`config.mk`:
```
export PLATFORM = sky130hd
export DESIGN_NAME = rdec_top
export DESIGN_NICKNAME = d
export VERILOG_FILES = /design/src/rtl/rdec_pkg.sv /design/src/rtl/rdec_class.sv /design/src/rtl/rdec_alu_map.sv /design/src/rtl/rdec_fields.sv /design/src/rtl/rdec_top.sv
export SDC_FILE = /design/constraint.sdc
export NUM_CORES = 1
export LEC_CHECK = 0
export BUFFER_PORTS_ARGS = -buffer_cell sky130_fd_sc_hd__buf_2
export CORE_MARGIN = 4
export CORE_UTILIZATION = 29
export DETAILED_ROUTE_END_ITERATION = 8
export PLACE_DENSITY = 0.8
export SYNTH_ARGS = -nofsm -noshare
export SYNTH_HDL_FRONTEND = slang
export SYNTH_SLANG_ARGS = --single-unit
```
`constraint.sdc`:
```
create_clock -name vclk -period 0.9
set_input_delay 0.045 -clock vclk [all_inputs]
set_output_delay 0.045 -clock vclk [all_outputs]
set_load 0.01 [all_outputs]
```
`src/rtl/rdec_pkg.sv`:
```
// Package: shared opcode encodings, ALU codes and the decoded-control record
// for the instruction decoder. Assumes a 4-bit opcode in the top bits.
package rdec_pkg;

    localparam int OPC_W   = 4;
    localparam int ALUOP_W = 3;

    typedef enum logic [OPC_W-1:0] {
        OPC_LOAD  = 4'b0000,
        OPC_STORE = 4'b0001,
        OPC_ADD   = 4'b0010,
        OPC_SUB   = 4'b0011,
        OPC_INV   = 4'b0100,
        OPC_SHL   = 4'b0101,
        OPC_SHR   = 4'b0110,
        OPC_AND   = 4'b0111,
        OPC_OR    = 4'b1000,
        OPC_SLT   = 4'b1001,
        OPC_RSV_A = 4'b1010,
        OPC_BREQ  = 4'b1011,
        OPC_BRNE  = 4'b1100,
        OPC_JUMP  = 4'b1101,
        OPC_RSV_E = 4'b1110,
        OPC_RSV_F = 4'b1111
    } opcode_e;

    localparam logic [ALUOP_W-1:0] ALU_ADD = 3'b000;
    localparam logic [ALUOP_W-1:0] ALU_SUB = 3'b001;
    localparam logic [ALUOP_W-1:0] ALU_INV = 3'b010;
    localparam logic [ALUOP_W-1:0] ALU_SHL = 3'b011;
    localparam logic [ALUOP_W-1:0] ALU_SHR = 3'b100;
    localparam logic [ALUOP_W-1:0] ALU_AND = 3'b101;
    localparam logic [ALUOP_W-1:0] ALU_OR  = 3'b110;
    localparam logic [ALUOP_W-1:0] ALU_SLT = 3'b111;

    // Which instruction field names the destination register
    typedef enum logic [1:0] {
        WSEL_NONE = 2'd0,
        WSEL_LOW  = 2'd1,   // third register field
        WSEL_MID  = 2'd2    // second register field
    } wsel_e;

    typedef struct packed {
        logic  reg_we;
        wsel_e wsel;
        logic  b_imm;
        logic  mem_re;
        logic  mem_we;
        logic  wb_mem;
        logic  br_eq;
        logic  br_ne;
        logic  jmp;
    } ctl_t;

endpackage

```
`src/rtl/rdec_class.sv`:
```
// Module: opcode classifier. Maps the 4-bit opcode to the enable, select and
// transfer flags. Assumes unassigned opcodes must behave as a bubble.
module rdec_class
    import rdec_pkg::*;
(
    input  logic [OPC_W-1:0] opc,
    output ctl_t             ctl
);

    // Purpose: one case over the opcode, defaults give a bubble
    always_comb begin
        ctl = '0;
        ctl.wsel = WSEL_NONE;
        case (opcode_e'(opc))
            OPC_LOAD: begin
                ctl.reg_we = 1'b1;
                ctl.wsel   = WSEL_MID;
                ctl.b_imm  = 1'b1;
                ctl.mem_re = 1'b1;
                ctl.wb_mem = 1'b1;
            end
            OPC_STORE: begin
                ctl.b_imm  = 1'b1;
                ctl.mem_we = 1'b1;
            end
            OPC_ADD, OPC_SUB, OPC_INV, OPC_SHL,
            OPC_SHR, OPC_AND, OPC_OR,  OPC_SLT: begin
                ctl.reg_we = 1'b1;
                ctl.wsel   = WSEL_LOW;
            end
            OPC_BREQ: ctl.br_eq = 1'b1;
            OPC_BRNE: ctl.br_ne = 1'b1;
            OPC_JUMP: ctl.jmp   = 1'b1;
            default: ;
        endcase
    end

endmodule

```
`src/rtl/rdec_alu_map.sv`:
```
// Module: ALU function selector. Memory opcodes add, branches subtract so the
// ALU zero flag shows equality; everything unassigned falls back to add.
module rdec_alu_map
    import rdec_pkg::*;
(
    input  logic [OPC_W-1:0]   opc,
    output logic [ALUOP_W-1:0] alu_op
);

    // Purpose: fixed opcode-to-ALU-code table
    always_comb begin
        case (opcode_e'(opc))
            OPC_SUB:            alu_op = ALU_SUB;
            OPC_INV:            alu_op = ALU_INV;
            OPC_SHL:            alu_op = ALU_SHL;
            OPC_SHR:            alu_op = ALU_SHR;
            OPC_AND:            alu_op = ALU_AND;
            OPC_OR:             alu_op = ALU_OR;
            OPC_SLT:            alu_op = ALU_SLT;
            OPC_BREQ, OPC_BRNE: alu_op = ALU_SUB;
            default:            alu_op = ALU_ADD;
        endcase
    end

endmodule

```
`src/rtl/rdec_fields.sv`:
```
// Module: field extractor. Slices the register fields, sign-extends the short
// offset and passes the long jump field. Assumes DATA_W >= the offset width.
module rdec_fields #(
    parameter int INSTR_W = 16,
    parameter int RADDR_W = 3,
    parameter int OPC_W   = 4,
    parameter int DATA_W  = 16
) (
    input  logic [INSTR_W-1:0]       instr,
    output logic [RADDR_W-1:0]       fld_a,
    output logic [RADDR_W-1:0]       fld_b,
    output logic [RADDR_W-1:0]       fld_c,
    output logic [DATA_W-1:0]        imm_sext,
    output logic [INSTR_W-OPC_W-1:0] jump_ofs
);

    localparam int JOFS_W = INSTR_W - OPC_W;
    localparam int A_LSB  = JOFS_W - RADDR_W;
    localparam int B_LSB  = A_LSB - RADDR_W;
    localparam int C_LSB  = B_LSB - RADDR_W;
    localparam int MOFS_W = B_LSB;

    // Purpose: fixed-position slicing of the three register fields
    always_comb begin
        fld_a    = instr[A_LSB +: RADDR_W];
        fld_b    = instr[B_LSB +: RADDR_W];
        fld_c    = instr[C_LSB +: RADDR_W];
        jump_ofs = instr[JOFS_W-1:0];
    end

    generate
        if (DATA_W > MOFS_W) begin : g_ext
            // Purpose: replicate the offset sign bit into the upper bits
            always_comb imm_sext = {{(DATA_W-MOFS_W){instr[MOFS_W-1]}},
                                    instr[MOFS_W-1:0]};
        end else begin : g_trunc
            // Purpose: offset already fills the data width
            always_comb imm_sext = instr[DATA_W-1:0];
        end
    endgenerate

endmodule

```
`src/rtl/rdec_top.sv`:
```
// Module: instruction decoder top. Combines the opcode classifier, the ALU
// code map and the field extractor into the datapath control set. Purely
// combinational; assumes the instruction word is stable for the cycle.
module rdec_top
    import rdec_pkg::*;
#(
    parameter int INSTR_W = 16,
    parameter int RADDR_W = 3,
    parameter int DATA_W  = 16
) (
    input  logic [INSTR_W-1:0]       instr,
    output logic [RADDR_W-1:0]       rd_addr_a,
    output logic [RADDR_W-1:0]       rd_addr_b,
    output logic [RADDR_W-1:0]       wr_addr,
    output logic                     reg_we,
    output logic [ALUOP_W-1:0]       alu_op,
    output logic                     alu_b_imm,
    output logic                     mem_re,
    output logic                     mem_we,
    output logic                     wb_sel_mem,
    output logic                     branch_eq,
    output logic                     branch_ne,
    output logic                     jump,
    output logic [DATA_W-1:0]        imm_sext,
    output logic [INSTR_W-OPC_W-1:0] jump_ofs
);

    localparam int OPC_LSB = INSTR_W - OPC_W;

    logic [OPC_W-1:0]   opc;
    ctl_t               ctl;
    logic [RADDR_W-1:0] fld_c;

    assign opc = instr[INSTR_W-1:OPC_LSB];

    rdec_class u_class (
        .opc (opc),
        .ctl (ctl)
    );

    rdec_alu_map u_alu (
        .opc    (opc),
        .alu_op (alu_op)
    );

    rdec_fields #(
        .INSTR_W (INSTR_W),
        .RADDR_W (RADDR_W),
        .OPC_W   (OPC_W),
        .DATA_W  (DATA_W)
    ) u_fields (
        .instr    (instr),
        .fld_a    (rd_addr_a),
        .fld_b    (rd_addr_b),
        .fld_c    (fld_c),
        .imm_sext (imm_sext),
        .jump_ofs (jump_ofs)
    );

    // Purpose: pick the destination field named by the classifier
    always_comb begin
        case (ctl.wsel)
            WSEL_LOW: wr_addr = fld_c;
            WSEL_MID: wr_addr = rd_addr_b;
            default:  wr_addr = '0;
        endcase
    end

    // Purpose: drive the flag outputs from the classifier record
    always_comb begin
        reg_we     = ctl.reg_we;
        alu_b_imm  = ctl.b_imm;
        mem_re     = ctl.mem_re;
        mem_we     = ctl.mem_we;
        wb_sel_mem = ctl.wb_mem;
        branch_eq  = ctl.br_eq;
        branch_ne  = ctl.br_ne;
        jump       = ctl.jmp;
    end

    // Purpose: cross-checks between the classifier and the ALU map
    always_comb begin
        AST_ONE_TRANSFER: assert ($onehot0({branch_eq, branch_ne, jump}));
        AST_NO_WE_CLASH: assert (!(reg_we && mem_we));
        AST_STORE_NO_XFER: assert (!(mem_we && (branch_eq || branch_ne || jump)));
        AST_BRANCH_SUBTRACTS: assert (!(branch_eq || branch_ne) || alu_op == ALU_SUB);
        AST_IMM_MEM_ONLY: assert (!alu_b_imm || ((mem_re || mem_we) && alu_op == ALU_ADD));
        AST_RSV_BUBBLE: assert (!(opc == 4'b1010 || opc == 4'b1110 || opc == 4'b1111)
                                || (alu_op == ALU_ADD && !reg_we && !mem_we && !mem_re));
    end

endmodule

```
==> results.cfg <==
[setup_path]
delay_contributed_by_the_slowest_stage_of_the_critical_path_ns = 0.20
endpoint_required_time_on_the_critical_path_ns = 0.85
crit_chain = buf_12 -> nor2_4 -> xor2_2 -> buf_4 -> ha_4 -> a22oi_2 -> nor2b_1 -> buf_2
startpoint_type = input pin
path_delay_family = buffers and inverters
cpMaxStageDelayCell = sky130_fd_sc_hd__xor2_2
bufs_and_invs_on_worst_path = 3
timing_worst_setup_path_type = input pin to output port
critPathLaunch = instr[13]
timing.critical_path.arrival_ns = 1.08
setup.worst_path.end_class = output port
worst-path-max-fanout = 4

[synthesis]
netlist-cell-type-count = 16
synthesized_netlist_cell_count = 63
yosysSeqAreaShare_pct = 0
ys.warnings.count = 0
synth_top_cells_by_area = sky130_fd_sc_hd__buf_4 57%, sky130_fd_sc_hd__ha_1 8.1%, sky130_fd_sc_hd__a22oi_1 4.9%, sky130_fd_sc_hd__nor3b_1 4.9%, sky130_fd_sc_hd__nand2b_1 4.1%
synth_area_per_cell_um2 = 7.35
synth_top_area_share_pct = 56.8
synth_area_um2 = 463
synth_nets = 82
synthMostInstantiatedCell = sky130_fd_sc_hd__buf_4
area_leader_netlist = sky130_fd_sc_hd__buf_4

[grt]
grt_antenna_before_repair = 0
global_route.usage.met1_pct = 8.52
grt-busiest-layer = met2
grt_start_max_net_pins = 14
gr-usage-met2_pct = 17.4
met3_usage_pct = 1.50
first_global_vias = 377
grt_pass1_wl_um = 1440
gr-usage-all-layers_pct = 8.20
gr-total-overflow = 0

[drt]
ant_nets = 0
drt-vias-per-instance = 4.33
routed_wire_length_per_instance_um = 10.4
drcViolationCount = 0
drtIter0Drc = 2
vias = 442
drtPass1Iterations = 2
drt-total-wl_um = 1060

[power_and_ir_drop]
power-per-cell-area_nw_per_um2 = 523
worst_ir_drop_on_vdd_mv = 0.186
p_leak_nw = 0.376

[cells_and_area]
seq_cell_count = 0
antenna-diode-count = 0
clkbuf_count = 0
area_growth_pct = 42.7
final.fill_count = 157
num-nets-final = 107
finalNonFillerCells = 102
regArea_um2 = 0
design_area_um2 = 661
post_route_cells_drive_above_1_share_pct = 82.6
layout.core_utilization_pct = 43.9

[die]
die_area_um2 = 2300
die_width_um = 48.0
number_of_placement_rows = 14
fp.dieH_um = 48.0
boundaryPins = 64
initial_utilization_pct = 30.7
core_um2 = 1510

[sta]
final.period_utilization_pct = 125
post_route_worst_setup_slack_ns = -0.221
final_number_of_max_transition_violations = 0
timing.max_slew.rel_slack_pct = 87.0
worst_slew_pin_slew_ns = 0.195
post-route-min-period_ns = 1.12
hold_violations = 0
setup_violations = 4
fmax_ghz = 0.892
hold_slack_ns = 0.0900
unrepaired_setup_endpoints_after_global_routing = true

[place]
weighted_congestion_at_the_end_of_routability_driven_global_placement = 0.636
placement.cell_area_um2 = 544
port_buffers = 46
dp.final_hpwl_um = 890
dpl.cell_count = 98

[min_path]
hold_class = input pin to output port
min_from = instr[1]

[status]
failed_checks = negative setup slack
outcome = finished, violations left

[job]
max-cap-violations = 0
[power by group]
group,leakage [nW],internal (mW),switching (mW),total [mW]
clock,0,0,0,0
sequential,0,0,0,0
combinational,0.376,0.181,0.165,0.346
[final timing paths]
check	end	cells after the start	slack, ns
max	wr_addr[0]	8	-0.22
min	imm_sext[1]	0	0.09
[routing by layer]
layer	part of all wire, %	up-vias
met3	19	0
met1	31	190
met4	0	0
met2	51	39
met5	0	-
li1	-	213
[cell usage in the layout (no fill, tap or decap)]
cell type                  instances
sky130_fd_sc_hd__nor2_1            1
sky130_fd_sc_hd__nand2b_4          1
sky130_fd_sc_hd__ha_1              1
sky130_fd_sc_hd__nor3b_2           1
sky130_fd_sc_hd__nand2b_1          2
sky130_fd_sc_hd__buf_8             1
sky130_fd_sc_hd__and2_1            1
sky130_fd_sc_hd__mux2i_1           1
sky130_fd_sc_hd__nor2b_1           3
sky130_fd_sc_hd__ha_4              2
sky130_fd_sc_hd__nor3b_1           2
sky130_fd_sc_hd__xor2_2            1
sky130_fd_sc_hd__a22oi_2           3
sky130_fd_sc_hd__buf_4            11
sky130_fd_sc_hd__nor2_4            1
sky130_fd_sc_hd__buf_12            1
sky130_fd_sc_hd__or3_1             1
sky130_fd_sc_hd__and4bb_4          1
sky130_fd_sc_hd__inv_1             1
sky130_fd_sc_hd__inv_2             2
sky130_fd_sc_hd__buf_6             3
sky130_fd_sc_hd__a21oi_1           1
sky130_fd_sc_hd__buf_2            42
sky130_fd_sc_hd__nand2_1           1
sky130_fd_sc_hd__nor3_4            1
[stage by stage]
step                total power [mW]  setup WS (ns)  setup TNS [ns]
floorplan                      0.248        -0.0807          -0.242
global placement               0.280         -0.286          -0.977
detailed placement             0.287         -0.344           -1.19
CTS                            0.327         -0.234          -0.778
global route                   0.378         -0.304           -1.10
finish                         0.346         -0.221          -0.810
[area by class of cell]
cell class / count / area, um2 / area share [%]
repair buffers: 58 / 362 / 54.7
multi-input cells: 25 / 268 / 40.5
well taps: 16 / 20.0 / 3.03
inverters: 3 / 11.3 / 1.70
[repair_timing]
| item | in CTS | in global routing |
|---|---|---|
| gates resized for setup | 15 | 5 |
| pin swaps | 4 | 6 |
| endpoints found under the setup margin | 7 | 7 |
| hold buffers | 0 | 0 |
| setup buffers | 1 | 3 |
[cells by family after synthesis]
logic type	synth area share, %
multiplexers	2.16
AND/OR/NAND/NOR	22.7
XOR/XNOR	1.89
AO/OA/AOI/OAI	5.94
adder cells (fa/ha/maj)	8.11
buffers and inverters	59.2
Power figures use the tool's default switching activity.
